$ cat src/rtl/clk_swap_pkg.sv
package clk_swap_pkg;
    typedef enum logic [1:0] {
        SPD_FAST = 2'b00,
        SPD_MED  = 2'b01,
        SPD_SLOW = 2'b10
    } speed_e;

    typedef enum logic [1:0] {
        ST_RUN,
        ST_DRAIN,
        ST_SYNC,
        ST_ARM
    } swap_st_e;
endpackage

$ cat src/rtl/clk_swap_div.sv
module clk_swap_div #(
    parameter int CNT_W         = 8,
    parameter int MED_LOG2_MIN  = 5,
    parameter int SLOW_LOG2_MIN = 6
) (
    input  logic       osc_clk,
    input  logic       rst_n,
    input  logic [1:0] med_strap,
    input  logic [1:0] slow_strap,
    output logic       med_clk,
    output logic       slow_clk
);
    localparam int IDX_W = $clog2(CNT_W);

    logic [CNT_W-1:0] cnt_q;
    logic [IDX_W-1:0] med_idx;
    logic [IDX_W-1:0] slow_idx;

    // free-running counter; bit k toggles with period 2^(k+1)
    always_ff @(posedge osc_clk or negedge rst_n) begin
        if (!rst_n) cnt_q <= '0;
        else        cnt_q <= cnt_q + 1'b1;
    end

    // strap to tap: smallest ratio 2^MIN sits on bit MIN-1
    always_comb begin
        unique case (med_strap)
            2'b00:   med_idx = IDX_W'(MED_LOG2_MIN - 1);
            2'b01:   med_idx = IDX_W'(MED_LOG2_MIN);
            default: med_idx = IDX_W'(MED_LOG2_MIN + 1);
        endcase
        unique case (slow_strap)
            2'b00:   slow_idx = IDX_W'(SLOW_LOG2_MIN - 1);
            2'b01:   slow_idx = IDX_W'(SLOW_LOG2_MIN);
            default: slow_idx = IDX_W'(SLOW_LOG2_MIN + 1);
        endcase
    end

    assign med_clk  = cnt_q[med_idx];
    assign slow_clk = cnt_q[slow_idx];
endmodule

$ cat src/rtl/clk_swap_ctrl.sv
module clk_swap_ctrl
    import clk_swap_pkg::*;
#(
    parameter int SYNC_EDGES = 2
) (
    input  logic       osc_clk,
    input  logic       rst_n,
    input  logic       wr_en,
    input  logic [1:0] wr_sel,
    input  logic       med_clk,
    input  logic       slow_clk,
    output logic [1:0] cur_sel,
    output logic       busy,
    output logic       gate_fast_req,
    output logic       gate_med,
    output logic       gate_slow
);
    localparam int EC_W = $clog2(SYNC_EDGES + 1);

    swap_st_e         st_q, st_d;
    speed_e           cur_q, cur_d, tgt_q, tgt_d;
    logic [EC_W-1:0]  ecnt_q, ecnt_d;
    logic             prev_q, prev_d;
    logic             gf_q, gf_d, gm_q, gm_d, gs_q, gs_d;
    logic             src_old, src_new, new_rise, accept;

    // state register process
    always_ff @(posedge osc_clk or negedge rst_n) begin
        if (!rst_n) begin
            st_q   <= ST_RUN;
            cur_q  <= SPD_SLOW;
            tgt_q  <= SPD_SLOW;
            ecnt_q <= '0;
            prev_q <= 1'b0;
            gf_q   <= 1'b0;
            gm_q   <= 1'b0;
            gs_q   <= 1'b1;
        end else begin
            st_q   <= st_d;
            cur_q  <= cur_d;
            tgt_q  <= tgt_d;
            ecnt_q <= ecnt_d;
            prev_q <= prev_d;
            gf_q   <= gf_d;
            gm_q   <= gm_d;
            gs_q   <= gs_d;
        end
    end

    always_comb begin
        src_old  = (cur_q == SPD_MED) ? med_clk : (cur_q == SPD_SLOW) ? slow_clk : 1'b0;
        src_new  = (tgt_q == SPD_MED) ? med_clk : (tgt_q == SPD_SLOW) ? slow_clk : 1'b0;
        new_rise = (tgt_q == SPD_FAST) ? 1'b1 : (src_new & ~prev_q);
        accept   = wr_en && (wr_sel != 2'b11) && (wr_sel != cur_q) && (st_q == ST_RUN);
    end

    // next-state and output process
    always_comb begin
        st_d   = st_q;
        cur_d  = cur_q;
        tgt_d  = tgt_q;
        ecnt_d = ecnt_q;
        prev_d = src_new;
        gf_d   = gf_q;
        gm_d   = gm_q;
        gs_d   = gs_q;
        unique case (st_q)
            ST_RUN: begin
                if (accept) begin
                    tgt_d = speed_e'(wr_sel);
                    st_d  = ST_DRAIN;
                end
            end
            ST_DRAIN: begin
                ecnt_d = '0;
                if (cur_q == SPD_FAST) begin
                    gf_d = 1'b0;
                    st_d = ST_SYNC;
                end else if (!src_old) begin
                    gm_d = 1'b0;
                    gs_d = 1'b0;
                    st_d = ST_SYNC;
                end
            end
            ST_SYNC: begin
                if (new_rise) begin
                    ecnt_d = ecnt_q + 1'b1;
                    if (ecnt_q == EC_W'(SYNC_EDGES - 1)) st_d = ST_ARM;
                end
            end
            ST_ARM: begin
                if (tgt_q == SPD_FAST) begin
                    gf_d  = 1'b1;
                    cur_d = tgt_q;
                    st_d  = ST_RUN;
                end else if (!src_new) begin
                    gm_d  = (tgt_q == SPD_MED);
                    gs_d  = (tgt_q == SPD_SLOW);
                    cur_d = tgt_q;
                    st_d  = ST_RUN;
                end
            end
            default: st_d = ST_RUN;
        endcase
    end

    assign cur_sel       = cur_q;
    assign busy          = (st_q != ST_RUN);
    assign gate_fast_req = gf_q;
    assign gate_med      = gm_q;
    assign gate_slow     = gs_q;
endmodule

$ cat src/rtl/clk_swap_omux.sv
module clk_swap_omux (
    input  logic osc_clk,
    input  logic rst_n,
    input  logic gate_fast_req,
    input  logic gate_med,
    input  logic gate_slow,
    input  logic med_clk,
    input  logic slow_clk,
    output logic cpu_clk,
    output logic fast_live
);
    // retimed on the falling edge so the pass-through opens only in a low phase
    always_ff @(negedge osc_clk or negedge rst_n) begin
        if (!rst_n) fast_live <= 1'b0;
        else        fast_live <= gate_fast_req;
    end

    assign cpu_clk = (osc_clk & fast_live) | (med_clk & gate_med) | (slow_clk & gate_slow);
endmodule

$ cat src/rtl/clk_speed_swap.sv
module clk_speed_swap #(
    parameter int CNT_W         = 8,
    parameter int MED_LOG2_MIN  = 5,
    parameter int SLOW_LOG2_MIN = 6,
    parameter int SYNC_EDGES    = 2
) (
    input  logic       osc_clk,
    input  logic       rst_n,
    input  logic       wr_en,
    input  logic [1:0] wr_sel,
    input  logic [1:0] med_strap,
    input  logic [1:0] slow_strap,
    output logic       cpu_clk,
    output logic [1:0] cur_sel,
    output logic       switch_pending
);
    logic med_clk, slow_clk;
    logic busy, gate_fast_req, gate_med, gate_slow, fast_live;

    clk_swap_div #(
        .CNT_W(CNT_W), .MED_LOG2_MIN(MED_LOG2_MIN), .SLOW_LOG2_MIN(SLOW_LOG2_MIN)
    ) u_div (
        .osc_clk(osc_clk), .rst_n(rst_n),
        .med_strap(med_strap), .slow_strap(slow_strap),
        .med_clk(med_clk), .slow_clk(slow_clk)
    );

    clk_swap_ctrl #(.SYNC_EDGES(SYNC_EDGES)) u_ctrl (
        .osc_clk(osc_clk), .rst_n(rst_n),
        .wr_en(wr_en), .wr_sel(wr_sel),
        .med_clk(med_clk), .slow_clk(slow_clk),
        .cur_sel(cur_sel), .busy(busy),
        .gate_fast_req(gate_fast_req), .gate_med(gate_med), .gate_slow(gate_slow)
    );

    clk_swap_omux u_omux (
        .osc_clk(osc_clk), .rst_n(rst_n),
        .gate_fast_req(gate_fast_req), .gate_med(gate_med), .gate_slow(gate_slow),
        .med_clk(med_clk), .slow_clk(slow_clk),
        .cpu_clk(cpu_clk), .fast_live(fast_live)
    );

    assign switch_pending = busy | (gate_fast_req != fast_live);
endmodule

$ cat config.mk
export PLATFORM = sky130hd
export DESIGN_NAME = clk_speed_swap
export DESIGN_NICKNAME = d
export VERILOG_FILES = /design/src/rtl/clk_swap_pkg.sv /design/src/rtl/clk_swap_div.sv /design/src/rtl/clk_swap_ctrl.sv /design/src/rtl/clk_swap_omux.sv /design/src/rtl/clk_speed_swap.sv
export SDC_FILE = /design/constraint.sdc
export NUM_CORES = 1
export LEC_CHECK = 0
export ABC_AREA = 1
export BUFFER_PORTS_ARGS = -buffer_cell sky130_fd_sc_hd__buf_4
export CAP_MARGIN = 10
export CORE_MARGIN = 4
export CORE_UTILIZATION = 57
export DETAILED_ROUTE_END_ITERATION = 6
export GPL_TIMING_DRIVEN = 0
export PLACE_DENSITY = 0.81
export SLEW_MARGIN = 20
export SYNTH_ARGS = -nofsm -noshare
export SYNTH_HDL_FRONTEND = slang
export SYNTH_SLANG_ARGS = --single-unit
$ cat constraint.sdc
create_clock -name osc_clk -period 1.65 [get_ports osc_clk]
set_clock_uncertainty 0.1 [all_clocks]
set_input_delay 0.2475 -clock osc_clk [delete_from_list [all_inputs] [get_ports osc_clk]]
set_output_delay 0.2475 -clock osc_clk [all_outputs]
set_load 0.01 [all_outputs]
==> results of run 1 <==
-- logic make-up (layout without fill, tap and decap cells) --
kind of cell | after synthesis | count (layout) | share of synthesized area
buf+inv | 20 | 48 | 0.0619
simple gates | 60 | 60 | 0.273
flops | 21 | 21 | 0.437
fa+ha+maj | 7 | 7 | 0.0722
xor+xnor | 9 | 9 | 0.0650
compound gates | 16 | 16 | 0.0908
-- layout by cell type (no fill, tap or decap), types with 2 or more instances in the layout --
cell type,count
buf_6,2
or2_2,2
dlygate4sd3_1,3
inv_2,3
buf_4,16
nor2_1,4
nor2_2,2
o21ai_2,5
nand2_1,26
nand3_1,5
o21ai_0,4
nand4_1,2
inv_1,17
o21ai_1,2
ha_1,5
dfrtp_1,17
dfstp_2,3
xor2_1,6
nand2_4,4
clkbuf_4,6
nand3_2,8
nand2_2,4
xnor2_1,3
-- per-stage QoR --
step | instance area (um2) | setup TNS, ns | util | instances | setup slack [ns]
6_report | 1520 | -1.33 | 0.765 | 188 | -0.713
5_1_grt | 1520 | -1.44 | 0.765 | 188 | -0.765
4_1_cts | 1470 | -1.33 | 0.742 | 185 | -0.703
3_5_place_dp | 1340 | -0.412 | 0.677 | 172 | -0.256
3_3_place_gp | 1340 | -0.388 | 0.677 | 172 | -0.239
2_1_floorplan | 1220 | -0.185 | - | 133 | -0.131
-- report_power, final --
part           switching [mW]  leakage [nW]  internal (mW)
Sequential              0.148         0.257          0.681
Clock                   0.198        0.0510          0.210
Combinational           0.608         0.414          0.451
-- routing by layer --
metal  part of all wire  wire length [um]  global-route usage  vias to the layer above
met5                  0                 0                   0                        -
met4              0.017                41              0.0747                        0
met3              0.054               128              0.0748                        7
met2               0.47              1120               0.311                       29
met1               0.45              1070               0.225                      453
li1                   -                 -                   -                      480
-- worst max path at each step --
stage	from	to	slack (ns)
2_1_floorplan	u_omux.fast_live	switch_pending	-0.13
3_3_place_gp	u_omux.fast_live	switch_pending	-0.24
3_5_place_dp	u_omux.fast_live	switch_pending	-0.26
4_1_cts	u_omux.fast_live	switch_pending	-0.70
5_1_grt	u_omux.fast_live	switch_pending	-0.76
6_report	u_omux.fast_live	switch_pending	-0.71
-- cell type report --
class                   instances  area, um2  area share
flip-flops and latches         21        529       0.349
inverters                      20       75.1      0.0495
clock buffers                   7       56.3      0.0372
well taps                      27       33.8      0.0223
multi-input cells              92        654       0.432
clock inverters                 1       5.00     0.00330
repair buffers                 20        161       0.107
-- worst max-delay path, cell delays in order (launching register included) --
cell and delay (ns):
dfrtn_1 0.45, xnor2_1 0.13, nand2_1 0.08, buf_6 0.12
-- sequential cells by signal, indices dropped and copies added, names as in the netlist --
name / cells
u_div.cnt_q: 8
u_ctrl.tgt_q: 2
u_ctrl.ecnt_q: 2
u_ctrl.gate_fast_req: 1
u_ctrl.gate_med: 1
u_omux.fast_live: 1
u_ctrl.st_q: 2
u_ctrl.gate_slow: 1
u_ctrl.prev_q: 1
u_ctrl.cur_sel: 2
-- what timing repair did --
item | 4_1_cts | 5_1_grt
setup buffers | 3 | 3
resized for setup | 8 | 6
setup endpoints to repair | 5 | 12
pin swaps | 3 | 4
hold endpoints to repair | 22 | 0
hold buffers | 3 | 0
gates cloned | 0 | 0
==> metrics.txt, run 1 <==
status finished, violations left; failing checks setup timing; Total Power 2.30 mW; Worst Path Max Fanout 2; R2R Setup Slk 0.07 ns; Crit path required time 1.30 ns; PortBufs 12; ANT cells 0; top-count cell post-synth nand2_1; final wirelength 2350 um; cell taking the most area after synthesis dfrtp_1; Die Ht 54.1 um; Synth area leaders dfrtp_1 35%, nand2_1 9.0%, ha_1 7.2%; Post-DP HPWL 1630 um; number of synthesized register bits 21; first-pass GRT wire length 3970 um; reg2reg path depth 9; initial antenna violation count 0; post-route ant nets 0; critical path endpoint category output port; synthesized area per cell 9.12 um2; slew of the pin with the lowest slew margin 0.371 ns; global route overflow 0; GRT Total Usage 0.191; slew margin rel. 0.750; max-slew violations 0; number of synthesized flops with an enable pin 0; Setup WS post-layout -0.713 ns; asr flop ratio synth 1.00; Nets 178; Final GP Congestion 0.841; Layout area overhead 25.0%; WL/cell 12.5 um; worst vdd ir 994 uV; leakage power of the design 0.722 nW; CTS clock-pin slew for the worst setup and hold paths 0.11 ns; Die ar. 2930 um2; CTS tree yes; synth cell count leaders 29 x nand2_1, 19 x inv_1, 17 x dfrtp_1, 8 x nand3_1, 7 x ha_1; layout cells sized above 1 0.379; Syn Inst Count 133; reg2reg start u_ctrl.tgt_q[1]; pwr dens 1520 nW/um2; RSZ-0062 raised after global routing true; HP Class in -> async; I/O pins 13; fillers 120; synthesized area 1210 um2; post-synth cell types 28; cell row count 16; top cell type's share of synthesized area 0.351; pin count of the biggest net entering global routing 22; final setup fails 3; predominant post-synthesis flop cell dfrtp_1; initial drt markers 9; Synth Warn # 0; core area 1980 um2; initial core utilization 0.612; Vias/cell 5.15; Setup Crit Path Kind reg -> out; Final Hold Fails 0; Worst Setup Start Kind register; DRC viols 0; WHS 0.136 ns; DRT Pass-1 Iters 4; later-pin clock latency in the skew report 0.41 ns; die width 54.1 um; Mapped Nets 149; Seq/Total Area, Yosys 0.437; vias post-DR 969; max-cap viol count 0; reg2reg end u_ctrl.st_q[1]; Worst EP arrival 2.02 ns; vias in the first global route 984
Power figures use the tool's default switching activity.
==> inputs of run 2 (changes only) <==
--- a/config.mk
+++ b/config.mk
@@ -13,6 +13,7 @@
 export DETAILED_ROUTE_END_ITERATION = 6
 export GPL_TIMING_DRIVEN = 0
 export PLACE_DENSITY = 0.81
+export RECOVER_POWER = 100
 export SLEW_MARGIN = 20
 export SYNTH_ARGS = -nofsm -noshare
 export SYNTH_HDL_FRONTEND = slang
==> run 2 against run 1 <==
  * The run still ends with setup timing left
  * Clock power about the same
  * Combinational power about the same
  * Sequential power shrank 1%
  * Non-clock buffer count unchanged
  * Final area fell by 1.2%
  * Cell count did not move
==> metrics.txt, run 2 (synthesis gave the netlist of run 1 again) <==
worst vdd ir 980 uV (-1.4%); final setup fails 8 (+5); initial antenna violation count 0 (unchanged); pre-CTS setup slack -0.256 ns (unchanged); multi-input logic area 644 um2 (-1.5%); first-pass GRT wire length 3970 um (unchanged); I/O pins 13 (unchanged); max-cap viol count 0 (unchanged); Placed Area 1340 um2 (unchanged); global route overflow 0 (unchanged); vias post-DR 978 (+0.93%); Nets 178 (unchanged); CTS clock-pin slew for the worst setup and hold paths 0.11 ns (about the same); status finished, violations left; ANT cells 0 (unchanged); commonest non-fill, non-tap cell in the layout nand2_1; CTS tree yes; FF/Latch Area 529 um2 (unchanged); Cell Count, Final, Fillers Out 188 (unchanged); setup TNS -1.82 ns (-0.496 ns); slew of the pin with the lowest slew margin 1.08 ns (+0.709 ns); Crit path required time 1.30 ns (about the same); initial core utilization 0.612 (unchanged); fillers 124 (+3.3%); Final Hold Fails 0 (unchanged); Die Ht 54.1 um (unchanged); Layout area overhead 23.5%; max-slew violations 0 (unchanged); slew margin rel. 0.280 (-0.471); Worst Path Max Fanout 2 (unchanged); Setup WS post-layout -0.713 ns (+0.000719 ns); pwr dens 1510 nW/um2 (-0.23%); critical path endpoint category output port; final instance area 1500 um2 (-1.2%); WHS 0.192 ns (+0.0556 ns); Worst Setup Start Kind register; post-route ant nets 0 (unchanged); leakage power of the design 0.715 nW (-1.0%); HP Class in -> reg; Die ar. 2930 um2 (unchanged); initial drt markers 9 (unchanged); Final GP Congestion 0.841 (unchanged); most flop-heavy register u_div.cnt_q; vias in the first global route 984 (unchanged); most frequent cells in the layout 26 x nand2_1, 17 x inv_1, 17 x dfrtp_1; DRT Pass-1 Iters 5 (+1); max reg flops 8 (unchanged); pin count of the biggest net entering global routing 22 (unchanged); die width 54.1 um (unchanged); Setup Crit Path Kind reg -> out; final wirelength 2350 um (-0.21%); cell total after placement 172 (unchanged); Worst EP arrival 2.02 ns (about the same); PortBufs 12 (unchanged); Total Power 2.26 mW (-1.4%); Post-DP HPWL 1630 um (unchanged); GRT Total Usage 0.191 (unchanged); core area 1980 um2 (unchanged); RSZ-0062 raised after global routing true; DRC viols 0 (unchanged); later-pin clock latency in the skew report 0.41 ns (about the same); layout cells sized above 1 0.335 (-0.0435); WL/cell 12.5 um (-0.21%); Vias/cell 5.20 (+0.93%); Layout Utilization 0.756 (-0.00884); cell row count 16 (unchanged); failing checks setup timing; R2R Setup Slk -0.05 ns (-0.12 ns)
-- run 2: cell count changes in the layout (fill, tap and decap cells not counted), sizes merged --
cell | before | now
clkbuf | 6 | 8
buf | 18 | 16
-- run 2: routing by layer --
layer	vias to the layer above	track usage	wire (um)
li1	482	-	-
met1	448	0.225	1050
met2	39	0.311	1090
met3	9	0.0748	159
met4	0	0.0747	46
met5	-	0	0
-- run 2: what timing repair did --
action | 4_1_cts | 5_1_grt
hold endpoints to repair | 22 | 0
hold buffers | 3 | 0
cloned | 0 | 0
setup buffers | 3 | 3
gates resized for setup | 8 | 6
pin swaps | 3 | 4
endpoints found under the setup margin | 5 | 12
-- run 2: area by class of cell --
type / count / share of cell area
multi-input combinational: 92 / 0.430
clock inverter: 1 / 0.00334
timing repair buffer: 20 / 0.103
inverter: 20 / 0.0501
sequential: 21 / 0.353
tap: 27 / 0.0226
clock buffer: 7 / 0.0376
-- run 2: worst max-delay path: stages, from the launching register on --
cell and delay (ns):
dfrtn_1 0.45, xnor2_1 0.13, nand2_1 0.08, buf_6 0.12
-- run 2: path summary, 6_finish.rpt --
check	end	cells after the start	start
setup / recovery	switch_pending	3	u_omux.fast_live
hold / removal	u_ctrl.prev_q	4	slow_strap[1]
setup reg to reg	u_ctrl.st_q[1]	9	u_ctrl.tgt_q[1]
hold reg to reg	u_div.cnt_q[0]	1	u_div.cnt_q[0]
max in group asynchronous	u_omux.fast_live	2	rst_n
min in group asynchronous	u_div.cnt_q[6]	2	rst_n
-- run 2: power breakdown --
group          total, mW  internal (mW)  switching (mW)
combinational       1.04          0.435           0.603
clock              0.406          0.210           0.196
sequential         0.819          0.674           0.146
==> inputs of run 3 (changes only) <==
--- a/config.mk
+++ b/config.mk
@@ -5,7 +5,6 @@
 export SDC_FILE = /design/constraint.sdc
 export NUM_CORES = 1
 export LEC_CHECK = 0
-export ABC_AREA = 1
 export BUFFER_PORTS_ARGS = -buffer_cell sky130_fd_sc_hd__buf_4
 export CAP_MARGIN = 10
 export CORE_MARGIN = 4
==> run 3 against run 2 <==
  * The run still ends with setup timing left
  * Via count up 11%
  * Cell count fell by 4.3%
  * Non-clock buffer count up 9
  * Largest cell class unchanged
  * Critical endpoint is now cpu_clk
  * Largest power group unchanged
==> metrics.txt, run 3 <==
layout cells sized above 1 0.333 (-0.00207); vias in the first global route 1103 (+12%); most frequent cells in the layout 20 x buf_4, 17 x dfrtp_1, 11 x nand2_1; top-count cell post-synth dfrtp_1; Synth area leaders dfrtp_1 35%, ha_1 7.2%, dfstp_2 6.5%; sw frac 0.412 (-0.00557); vias post-DR 1088 (+11%); GRT Total Usage 0.255 (+0.0636); Clk network pwr share 0.162 (-0.017); slew of the pin with the lowest slew margin 1.11 ns (+0.0261 ns); Post-DP HPWL 1880 um (+16%); synth cell count leaders 17 x dfrtp_1, 13 x nand2_1, 9 x inv_1, 8 x nand3_1, 8 x o211ai_1; Total Power 2.45 mW (+8.3%); Layout area overhead 32.1%; HP Class in -> reg; Die Ht 54.1 um (about the same); CTS tree yes; WL/cell 17.6 um (+41%); Cell Count, Final, Fillers Out 180 (-4.3%); Worst Path Max Fanout 2 (unchanged); PortBufs 12 (unchanged); synthesized area 1210 um2 (+0.10%); Setup WS post-layout -0.730 ns (-0.0170 ns); max reg flops 8 (unchanged); Synth Warn # 0 (unchanged); later-pin clock latency in the skew report 0.43 ns (+0.02 ns); Seq pwr share 0.329 (-0.033); Worst Setup Start Kind register; status finished, violations left; predominant post-synthesis flop cell dfrtp_1; global route overflow 0 (unchanged); max-slew violations 0 (unchanged); CTS clock-pin slew for the worst setup and hold paths 0.12 ns (about the same); Final Hold Fails 0 (unchanged); Worst EP arrival 2.03 ns (about the same); initial antenna violation count 0 (unchanged); cell row count 16 (unchanged); most flop-heavy register u_div.cnt_q; number of synthesized flops with an enable pin 0 (unchanged); Internal 1.44 mW (+9.3%); Die ar. 2930 um2 (about the same); leakage power of the design 0.735 nW (+2.8%); asr flop ratio synth 1.00 (unchanged); Setup Crit Path Kind reg -> out; number of synthesized register bits 21 (unchanged); I/O pins 13 (unchanged); Vias/cell 6.04 (+16%); Nets 170 (-4.5%); critical path endpoint category output port; final wirelength 3160 um (+35%); failing checks setup timing; Crit path required time 1.30 ns (about the same); pin count of the biggest net entering global routing 22 (unchanged); fillers 117 (-5.6%); final setup fails 14 (+6); combinational share of power 0.510 (+0.051); Seq/Total Area, Yosys 0.436 (-0.000450); sw power 1.01 mW (+6.8%); first-pass GRT wire length 5000 um (+26%); ANT cells 0 (unchanged); commonest non-fill, non-tap cell in the layout buf_4; synthesized area per cell 10.5 um2 (+15%); slew margin rel. 0.263 (-0.0174); cell taking the most area after synthesis dfrtp_1; Final GP Congestion 0.856 (+1.9%); top cell type's share of synthesized area 0.351 (-0.000362); initial drt markers 39 (+30); post-synth cell types 33 (+18%); post-route ant nets 0 (unchanged); initial core utilization 0.606 (-0.00549); RSZ-0062 raised after global routing true; DRC viols 0 (unchanged); max-cap viol count 0 (unchanged); die width 54.1 um (about the same); Mapped Nets 132 (-11%); DRT Pass-1 Iters 6 (+1); pwr dens 1530 nW/um2 (+1.2%); pre-CTS setup slack -0.259 ns (-0.00302 ns); cell total after placement 155 (-9.9%); Syn Inst Count 116 (-13%); Layout Utilization 0.801 (+0.0449); worst vdd ir 1100 uV (+12%); core area 2000 um2 (+1.0%)
==> run 3: cell count changes after synthesis, moves of 4 or more <==
cell,previous run,this run
xor2_1,6,2
inv_1,19,9
nand3_2,5,0
nand2_1,29,13
o211ai_1,1,8
nor2b_1,0,5
==> run 3: kinds of logic (layout without fill, tap and decap cells) <==
group,after synthesis,count (layout),share of synthesized area
flip-flops,21,21,0.436
adder cells (fa/ha/maj),7,7,0.0722
XOR/XNOR,7,7,0.0505
AND/OR/NAND/NOR,38,38,0.158
AO/OA/AOI/OAI,26,26,0.175
multiplexers,8,8,0.0804
buffers and inverters,9,46,0.0278
==> run 3: path summary, 6_finish.rpt <==
kind / startpoint / endpoint / slack (ns) / cells past startpoint
max reg2reg: u_div.cnt_q[5] / u_ctrl.st_q[1] / -0.29 / 5
min: slow_strap[1] / u_ctrl.cur_sel[1] / 0.26 / 4
max in group asynchronous: rst_n / u_omux.fast_live / -0.37 / 2
max: u_omux.fast_live / cpu_clk / -0.73 / 3
min reg2reg: u_div.cnt_q[0] / u_div.cnt_q[0] / 0.39 / 1
min in group asynchronous: rst_n / u_ctrl.tgt_q[0] / 0.43 / 2
==> run 3: critical path, stage by stage (launching register included) <==
cell	delay [ns]
dfrtn_1	0.43
nand2_1	0.09
o211ai_1	0.10
buf_4	0.15
==> run 3: final cells by class <==
class / instances / area, um2 / area share
timing repair buffer: 29 / 236 / 0.148
inverter: 9 / 33.8 / 0.0211
tap: 27 / 33.8 / 0.0211
clock buffer: 8 / 56.3 / 0.0351
sequential: 21 / 529 / 0.330
multi-input combinational: 86 / 713 / 0.445
==> run 3: power by group through the flow <==
stage,Sequential (mW),Clock (mW),Combinational [mW]
after CTS,0.800,0.403,1.16
after global routing,0.821,0.427,1.35
after floorplan,0.786,0.0142,0.698
after detailed placement,0.808,0.0278,0.976
after global placement,0.804,0.0278,0.905
final,0.806,0.396,1.25
==> run 3: per-stage QoR <==
step	hold WS, ns	area, um2	TNS, ns
4_1_cts	0.123	1560	-2.38
6_report	0.260	1600	-2.77
2_1_floorplan	-0.148	1210	-0.307
3_3_place_gp	0.0389	1340	-0.642
5_1_grt	0.256	1600	-3.68
3_5_place_dp	0.0456	1340	-0.872
==> run 3: what timing repair did <==
| item | CTS | global route |
|---|---|---|
| resized for setup | 12 | 7 |
| hold buffers | 3 | 0 |
| endpoints found under the hold margin | 22 | 0 |
| buffers inserted | 11 | 5 |
| endpoints found under the setup margin | 13 | 17 |
| pin swaps | 7 | 6 |
==> run 3: metal layers <==
layer / GRT usage / vias up / routed length [um]
met3: 0.0886 / 21 / 189
met2: 0.390 / 47 / 1560
met4: 0.228 / 0 / 128
li1: - / 498 / -
met5: 0 / - / 0
met1: 0.273 / 522 / 1280
